==> src/rtl/evt_chan_pkg.sv <==
package evt_chan_pkg;

    localparam int unsigned CFG_W   = 32;
    localparam int unsigned B_LEVEL = 1;   // level type, accepted but never stored
    localparam int unsigned B_EN    = 2;
    localparam int unsigned B_PER   = 3;
    localparam int unsigned B_PCAP  = 4;
    localparam int unsigned B_SETV  = 6;
    localparam int unsigned B_W32   = 8;

    typedef struct packed {
        logic w32;
        logic setv;
        logic per;
        logic en;
    } chan_cfg_t;

    typedef enum logic [1:0] {
        WK_NONE = 2'd0,
        WK_CFG  = 2'd1,
        WK_LO   = 2'd2,
        WK_HI   = 2'd3
    } wr_kind_t;

    function automatic wr_kind_t decode_wr(input logic c, input logic lo, input logic hi);
        if (c)       return WK_CFG;
        else if (lo) return WK_LO;
        else if (hi) return WK_HI;
        return WK_NONE;
    endfunction

    function automatic chan_cfg_t cfg_from_word(input logic [CFG_W-1:0] w, input logic cap);
        chan_cfg_t c;
        c.en   = w[B_EN];
        c.per  = w[B_PER] & cap;
        c.setv = w[B_SETV];
        c.w32  = w[B_W32];
        return c;
    endfunction

    function automatic logic [CFG_W-1:0] cfg_to_word(input chan_cfg_t c, input logic cap);
        logic [CFG_W-1:0] w;
        w         = '0;
        w[B_EN]   = c.en;
        w[B_PER]  = c.per;
        w[B_PCAP] = cap;
        w[B_SETV] = c.setv;
        w[B_W32]  = c.w32;
        return w;
    endfunction

endpackage

==> src/rtl/evt_chan_cfg.sv <==
module evt_chan_cfg
    import evt_chan_pkg::*;
(
    input  logic      clk,
    input  logic      rst,
    input  wr_kind_t  wr_kind,
    input  chan_cfg_t cfg_new,
    output chan_cfg_t cfg_q
);

    always_ff @(posedge clk) begin
        if (rst) begin
            cfg_q <= '0;
        end else begin
            unique case (wr_kind)
                WK_CFG:       cfg_q      <= cfg_new;
                WK_LO, WK_HI: cfg_q.setv <= 1'b0;
                default:      cfg_q      <= cfg_q;
            endcase
        end
    end

    // set-value is one-shot: gone after either comparator half is written
    p_setval_selfclear_r8: assert property (@(posedge clk) disable iff (rst)
        (wr_kind == WK_LO || wr_kind == WK_HI) |=> !cfg_q.setv);

endmodule

==> src/rtl/evt_chan_value.sv <==
module evt_chan_value
    import evt_chan_pkg::*;
#(
    parameter int unsigned CNT_W  = 64,
    localparam int unsigned HALF_W = CNT_W / 2
) (
    input  logic              clk,
    input  logic              rst,
    input  wr_kind_t          wr_kind,
    input  logic [HALF_W-1:0] wr_data,
    input  chan_cfg_t         cfg_q,
    input  chan_cfg_t         cfg_new,
    input  logic [HALF_W-1:0] cnt_lo,
    input  logic              match_i,
    input  logic              rollover_i,
    output logic [CNT_W-1:0]  cmp_q,
    output logic              wrap_q
);

    logic [CNT_W-1:0]  per_q;
    logic [CNT_W-1:0]  cmp_n;
    logic [CNT_W-1:0]  per_n;
    logic              wrap_n;
    logic [HALF_W-1:0] lo_sum;
    logic [HALF_W-1:0] clamped;
    logic              direct;
    logic              arm_chk;

    assign direct  = !cfg_q.per || cfg_q.setv;
    assign lo_sum  = cmp_q[HALF_W-1:0] + per_q[HALF_W-1:0];
    assign clamped = {1'b0, wr_data[HALF_W-2:0]};
    assign arm_chk = (wr_kind == WK_LO || wr_kind == WK_HI) && cfg_q.w32 && !cfg_q.per;

    always_comb begin
        cmp_n  = cmp_q;
        per_n  = per_q;
        wrap_n = wrap_q;
        unique case (wr_kind)
            WK_CFG: begin
                if (cfg_new.w32) begin
                    cmp_n[CNT_W-1:HALF_W] = '0;
                    per_n[CNT_W-1:HALF_W] = '0;
                end
                if (!(cfg_new.w32 && !cfg_new.per)) wrap_n = 1'b0;
            end
            WK_LO: begin
                if (direct) begin
                    cmp_n[HALF_W-1:0] = wr_data;
                    if (cfg_q.w32) cmp_n[CNT_W-1:HALF_W] = '0;
                end
                if (cfg_q.per) per_n[HALF_W-1:0] = cfg_q.w32 ? clamped : wr_data;
            end
            WK_HI: begin
                if (direct) cmp_n[CNT_W-1:HALF_W] = wr_data;
                else        per_n[CNT_W-1:HALF_W] = clamped;
            end
            default: begin
                if (rollover_i) wrap_n = 1'b0;
                if (match_i && cfg_q.per) begin
                    if (cfg_q.w32) begin
                        if (per_q[HALF_W-1:0] != '0) cmp_n = {{HALF_W{1'b0}}, lo_sum};
                    end else if (per_q != '0) begin
                        cmp_n = cmp_q + per_q;
                    end
                end
            end
        endcase
        if (arm_chk) wrap_n = (cmp_n[HALF_W-1:0] < cnt_lo);
    end

    always_ff @(posedge clk) begin
        if (rst) begin
            cmp_q  <= '1;
            per_q  <= '0;
            wrap_q <= 1'b0;
        end else begin
            cmp_q  <= cmp_n;
            per_q  <= per_n;
            wrap_q <= wrap_n;
        end
    end

    p_periodic_write_keeps_cmp_r7: assert property (@(posedge clk) disable iff (rst)
        ((wr_kind == WK_LO || wr_kind == WK_HI) && cfg_q.per && !cfg_q.setv) |=> $stable(cmp_q));

    p_narrow_truncates_r10: assert property (@(posedge clk) disable iff (rst)
        (wr_kind == WK_CFG && cfg_new.w32) |=> (cmp_q[CNT_W-1:HALF_W] == '0));

    p_reload_moves_cmp_r9: assert property (@(posedge clk) disable iff (rst)
        (wr_kind == WK_NONE && match_i && cfg_q.per && !cfg_q.w32 && per_q != '0)
        |=> (cmp_q != $past(cmp_q)));

endmodule

==> src/rtl/evt_chan_match.sv <==
module evt_chan_match #(
    parameter int unsigned CNT_W  = 64,
    localparam int unsigned HALF_W = CNT_W / 2
) (
    input  logic             clk,
    input  logic             rst,
    input  logic             tick,
    input  logic             glb_en,
    input  logic             ch_en,
    input  logic             w32,
    input  logic             wrap_q,
    input  logic [CNT_W-1:0] cnt_i,
    input  logic [CNT_W-1:0] cmp_q,
    output logic             match_o,
    output logic             rollover_o,
    output logic             fire_o
);

    logic live;
    logic eq;
    logic lo_zero;

    assign live    = tick && glb_en;
    assign lo_zero = (cnt_i[HALF_W-1:0] == '0);
    assign eq      = w32 ? (cnt_i[HALF_W-1:0] == cmp_q[HALF_W-1:0]) : (cnt_i == cmp_q);

    assign match_o    = live && eq && (!wrap_q || lo_zero);
    assign rollover_o = live && wrap_q && lo_zero;

    always_ff @(posedge clk) begin
        if (rst) fire_o <= 1'b0;
        else     fire_o <= match_o && ch_en;
    end

    p_fire_needs_enables_r4: assert property (@(posedge clk) disable iff (rst)
        fire_o |-> ($past(glb_en) && $past(ch_en)));

    p_fire_needs_tick_r3: assert property (@(posedge clk) disable iff (rst)
        fire_o |-> $past(tick));

    p_wrap_blocks_fire_r12: assert property (@(posedge clk) disable iff (rst)
        (live && wrap_q && !lo_zero) |=> !fire_o);

endmodule

==> src/rtl/evt_cmp_channel.sv <==
module evt_cmp_channel
    import evt_chan_pkg::*;
#(
    parameter int unsigned CNT_W        = 64,
    parameter bit          PERIODIC_CAP = 1'b1,
    localparam int unsigned HALF_W      = CNT_W / 2
) (
    input  logic              clk,
    input  logic              rst,
    input  logic              glb_en,
    input  logic              cnt_tick,
    input  logic [CNT_W-1:0]  main_cnt,
    input  logic              cfg_wr,
    input  logic              cmp_lo_wr,
    input  logic              cmp_hi_wr,
    input  logic [HALF_W-1:0] wr_data,
    output logic [CFG_W-1:0]  cfg_rd,
    output logic [CNT_W-1:0]  cmp_rd,
    output logic              fire
);

    wr_kind_t  wr_kind;
    chan_cfg_t cfg_new;
    chan_cfg_t cfg_q;
    logic      match;
    logic      rollover;
    logic      wrap_q;

    assign wr_kind = decode_wr(cfg_wr, cmp_lo_wr, cmp_hi_wr);
    assign cfg_new = cfg_from_word(CFG_W'(wr_data), PERIODIC_CAP);
    assign cfg_rd  = cfg_to_word(cfg_q, PERIODIC_CAP);

    evt_chan_cfg u_cfg (
        .clk     (clk),
        .rst     (rst),
        .wr_kind (wr_kind),
        .cfg_new (cfg_new),
        .cfg_q   (cfg_q)
    );

    evt_chan_value #(.CNT_W(CNT_W)) u_value (
        .clk        (clk),
        .rst        (rst),
        .wr_kind    (wr_kind),
        .wr_data    (wr_data),
        .cfg_q      (cfg_q),
        .cfg_new    (cfg_new),
        .cnt_lo     (main_cnt[HALF_W-1:0]),
        .match_i    (match),
        .rollover_i (rollover),
        .cmp_q      (cmp_rd),
        .wrap_q     (wrap_q)
    );

    evt_chan_match #(.CNT_W(CNT_W)) u_match (
        .clk        (clk),
        .rst        (rst),
        .tick       (cnt_tick),
        .glb_en     (glb_en),
        .ch_en      (cfg_q.en),
        .w32        (cfg_q.w32),
        .wrap_q     (wrap_q),
        .cnt_i      (main_cnt),
        .cmp_q      (cmp_rd),
        .match_o    (match),
        .rollover_o (rollover),
        .fire_o     (fire)
    );

    // the decoder presents at most one write per cycle
    p_single_write_strobe: assert property (@(posedge clk) disable iff (rst)
        $onehot0({cfg_wr, cmp_lo_wr, cmp_hi_wr}));

endmodule

==> config.mk <==
export PLATFORM = sky130hd
export DESIGN_NAME = evt_cmp_channel
export DESIGN_NICKNAME = d
export VERILOG_FILES = /design/src/rtl/evt_chan_pkg.sv /design/src/rtl/evt_chan_cfg.sv /design/src/rtl/evt_chan_value.sv /design/src/rtl/evt_chan_match.sv /design/src/rtl/evt_cmp_channel.sv
export SDC_FILE = /design/constraint.sdc
export NUM_CORES = 1
export LEC_CHECK = 0
export BUFFER_PORTS_ARGS = -buffer_cell sky130_fd_sc_hd__buf_2
export CORE_MARGIN = 5
export CORE_UTILIZATION = 35
export CTS_CLUSTER_SIZE = 16
export DETAILED_ROUTE_END_ITERATION = 12
export MAX_ROUTING_LAYER = met4
export PLACE_DENSITY = 0.63
export SYNTH_ARGS = -nofsm -noshare
export SYNTH_HDL_FRONTEND = slang
export SYNTH_SLANG_ARGS = --single-unit
==> constraint.sdc <==
create_clock -name clk -period 7.4 [get_ports clk]
set_clock_uncertainty 0.05 [all_clocks]
set_input_delay 1.48 -clock clk [delete_from_list [all_inputs] [get_ports clk]]
set_output_delay 1.48 -clock clk [all_outputs]
set_load 0.01 [all_outputs]
==> summary.md <==
| Metric | Value |
|---|---|
| Slew of the pin with the lowest slew margin | ~1.2 ns |
| Initial Utilization | a little over a third |
| Hold Fails Final Rpt | 0 |
| Die area | roughly 0.036 sq mm |
| Net switching power | around 910 uW |
| Vias in the first global route | between 10000 and 15000 |
| PD cells | 192 mW/mm^2 |
| Worst setup EP type | flip-flop |
| Slowest cell on crit path | nor4_1 |
| HPWL after detailed placement | between 30000 and 40000 um |
| Post-Route WL | around 46000 um |
| Post-CTS Setup Repair Bufs | 0 |
| Setup violators final | 0 |
| GP Congestion | 0.985 |
| Crit path kind | input pin to flip-flop |
| Top Ports | 200 |
| Root Buffer | clkbuf_16 |
| Sw Share | 36.7% |
| Crit path DAT | between 6 and 7 ns |
| Synth area leader | dfxtp_1 |
| Met2 WL | approximately 22000 um |
| DR vias | approximately 12000 |
| Initial antenna violation count | 1 |
| GRT Overall Usage | 25.6% |
| Nets | 1839 |
| #FFs+latches synth | 133 |
| Clock latency on the worst-skew pair | 0.44 ns |
| Post-synth top area share | 23.7% |
| Clock-pin slew on the worst setup and hold paths | 0.06 ns |
| Mapped Area | 0.0112 sq mm |
| Startpoint class of the critical path | input pin |
| Longest Clk Path Bufs | 2 |
| Slew HR | 17.5% |
| Worst EP required | 7.67 ns |
| Post-synthesis instance total | 1522 |
| Layout cells sized above 1 | between 10% and 20% |
| Tcrit/Tclk final | a little under nine tenths |
| Total power | between 2000 and 2500 uW |
| Comb pwr share | between 30% and 40% |
| Core box area | between 0.03 and 0.04 sq mm |
| Clock Power Share | a little under two fifths |
| Hold-fix buffers, CTS | 0 |
| Internal power | roughly 1600 uW |
| CP peak stage delay | 0.59 ns |
| Post-synth EDFFs | 0 |
| Post-route DRC | 0 |
| Fmax | 159 MHz |
| Site Rows | 65 |
| Async set-reset flop share out of synthesis | 0% |
| Largest net degree at the start of global routing | 67 |
| Distinct cells, synth | 81 |
| Ranking of synthesized cells by area | dfxtp_1, ha_1, a21oi_1 |
| Synth Area per Inst | 7.38 sq um |
| Cell repeated most along the worst path | nand4_1 |
| CP delay by family, top | simple AND/OR/NAND/NOR gates |
| CTS Sinks | 133 |
| Detail Route Antenna Nets | 0 |
| Most used DFF post-synth | dfxtp_1 |
| Die W | 189 um |
| VDD IR max | 0.159 mV |
| First-pass GRT wire length | between 60000 and 70000 um |
| Post-synthesis sequential area ratio | around a quarter |
| Min Clock Period, post-route | 6.29 ns |
| RSZ-0062 raised after global routing | no |
| Met3 wire length | 3830 um |
| CP max FO | 18 |
| Commonest non-fill, non-tap cell in the layout | buf_2 |
| Layout area overhead | 14.5% |
| Seq pwr share | between 30% and 40% |
| Status | completed |
| CTS Buf Count | 17 |
| Drt wl/cell | 22.6 um |
| TritonCTS clock tree | done |
| Height of the die | between 150 and 200 um |
| Most frequent cells in the layout | buf_2, nand2_1, a21oi_1, nor2_1, dfxtp_1 |
| Metal-1 WL | 19900 um |
| Leakage | 0.00550 uW |
| CTS resizes | 0 |
| Max-slew violations | 0 |
| R2R setup slack | approximately 2.2 ns |
| Final setup TNS | 0 ns |
| H-tree levels | 4 |
| Drt pass-1 iters | 5 |
| Vias per cell | 5.95 |
| Grt ovf | 0 |
| HP Class | flip-flop to flip-flop |
| Worst-path cell chain | buf_2, nor4_1, nand4_1, o21ai_0, nand4_1, nor4b_4, nand2_1, nand2_1, buf_4, o22ai_1, a31oi_1, ha_1, nand4_1, or2_2, nor4_1, nand3_1, a2111oi_0, nor2_1 |
| Iter 0 DRT Violations | 1222 |
| Port bufs | 171 |
| Number of max-cap violations | 0 |
| Synth warnings | 0 |
| Max layer used | met4 |
| Buf+Inv Stages, Crit Path | 2 |
## power groups by stage
| stage | registers [uW] | clock network (uW) | logic [uW] |
|---|---|---|---|
| floorplan | 815 | 0 | 485 |
| global placement | 824 | 0 | 734 |
| detailed placement | 825 | 0 | 735 |
| CTS | 809 | 914 | 741 |
| global route | 814 | 945 | 816 |
| finish | 809 | 913 | 752 |
## flip-flops by register name, indices dropped and copies added, names as in the netlist
register	flops
u_match.fire_o	1
u_value.cmp_q	64
u_cfg.cfg_q	4
u_value.wrap_q	1
u_value.per_q	63
## layout make-up
type	instances	area [sq um]
fillers	3295	18800
multi-input cells	1257	7950
flip-flops and latches	133	2660
repair buffers	184	953
well taps	402	503
clock buffers	18	429
inverters	48	180
clock inverters	14	176
diodes	1	2.50
## cells in the mapped netlist, types with 6 or more instances
cell type  number
nand2_1       168
a21oi_1       166
nor2_1        140
dfxtp_1       133
ha_1           94
xnor2_1        88
o21ai_0        78
clkbuf_1       69
nand3_1        54
a21o_1         49
inv_1          48
nand4_1        48
nor4_1         32
o22ai_1        31
buf_4          30
nor3_1         28
xor2_1         27
a221oi_1       18
o21bai_1       16
nand2b_1       15
a211oi_1       13
a31oi_1        12
nor2b_1        11
o21a_1         10
or2_2           9
and3_1          8
o211ai_1        7
a211o_1         6
mux2i_1         6
or3_1           6
## per-stage QoR
stage          hold slack [ns]  instance area, sq um  utilization (%)  instances  worst slack (ns)
6_report                 0.430                 12900             40.6       2057              1.11
5_1_grt                  0.452                 12900             40.6       2057             0.571
4_1_cts                  0.429                 12900             40.6       2056              1.04
3_5_place_dp             0.421                 12200             38.7       2024             0.601
3_3_place_gp             0.412                 12200             38.7       2024             0.709
2_1_floorplan            0.398                 11300                -       1548              2.25
## worst min-delay path: cells and delay by family (launching register included)
family | cells | cell delay, ns
AND/OR/NAND/NOR | 1 | 0.06
flip-flops | 1 | 0.32
AO/OA/AOI/OAI | 1 | 0.05
## layer usage
metal | GRT usage [%] | vias up
li1 | - | 5738
met1 | 33.7 | 5806
met2 | 41.4 | 613
met3 | 3.71 | 74
met4 | 7.12 | 0
met5 | - | -
## kinds of logic (layout without fill, tap and decap cells)
group	count (synthesis)	in the layout	synth area share (%)
DFF	133	133	23.7
xor gates and xnor gates	116	116	9.12
AOI/OAI and AO/OA	460	460	25.7
other	2	29	0.0669
adders and majority gates	95	95	10.7
buffers and inverters	158	264	6.48
and+or+nand+nor	552	552	23.7
muxes	6	6	0.535
## worst paths after layout
kind | start | cells past startpoint | end
setup / recovery | main_cnt[8] | 18 | u_value.wrap_q
hold / removal | u_value.per_q[28] | 2 | u_value.per_q[28]
setup reg to reg | u_value.cmp_q[0] | 17 | u_value.wrap_q
hold reg to reg | u_value.per_q[28] | 2 | u_value.per_q[28]
(Power assumes the default switching activity.)
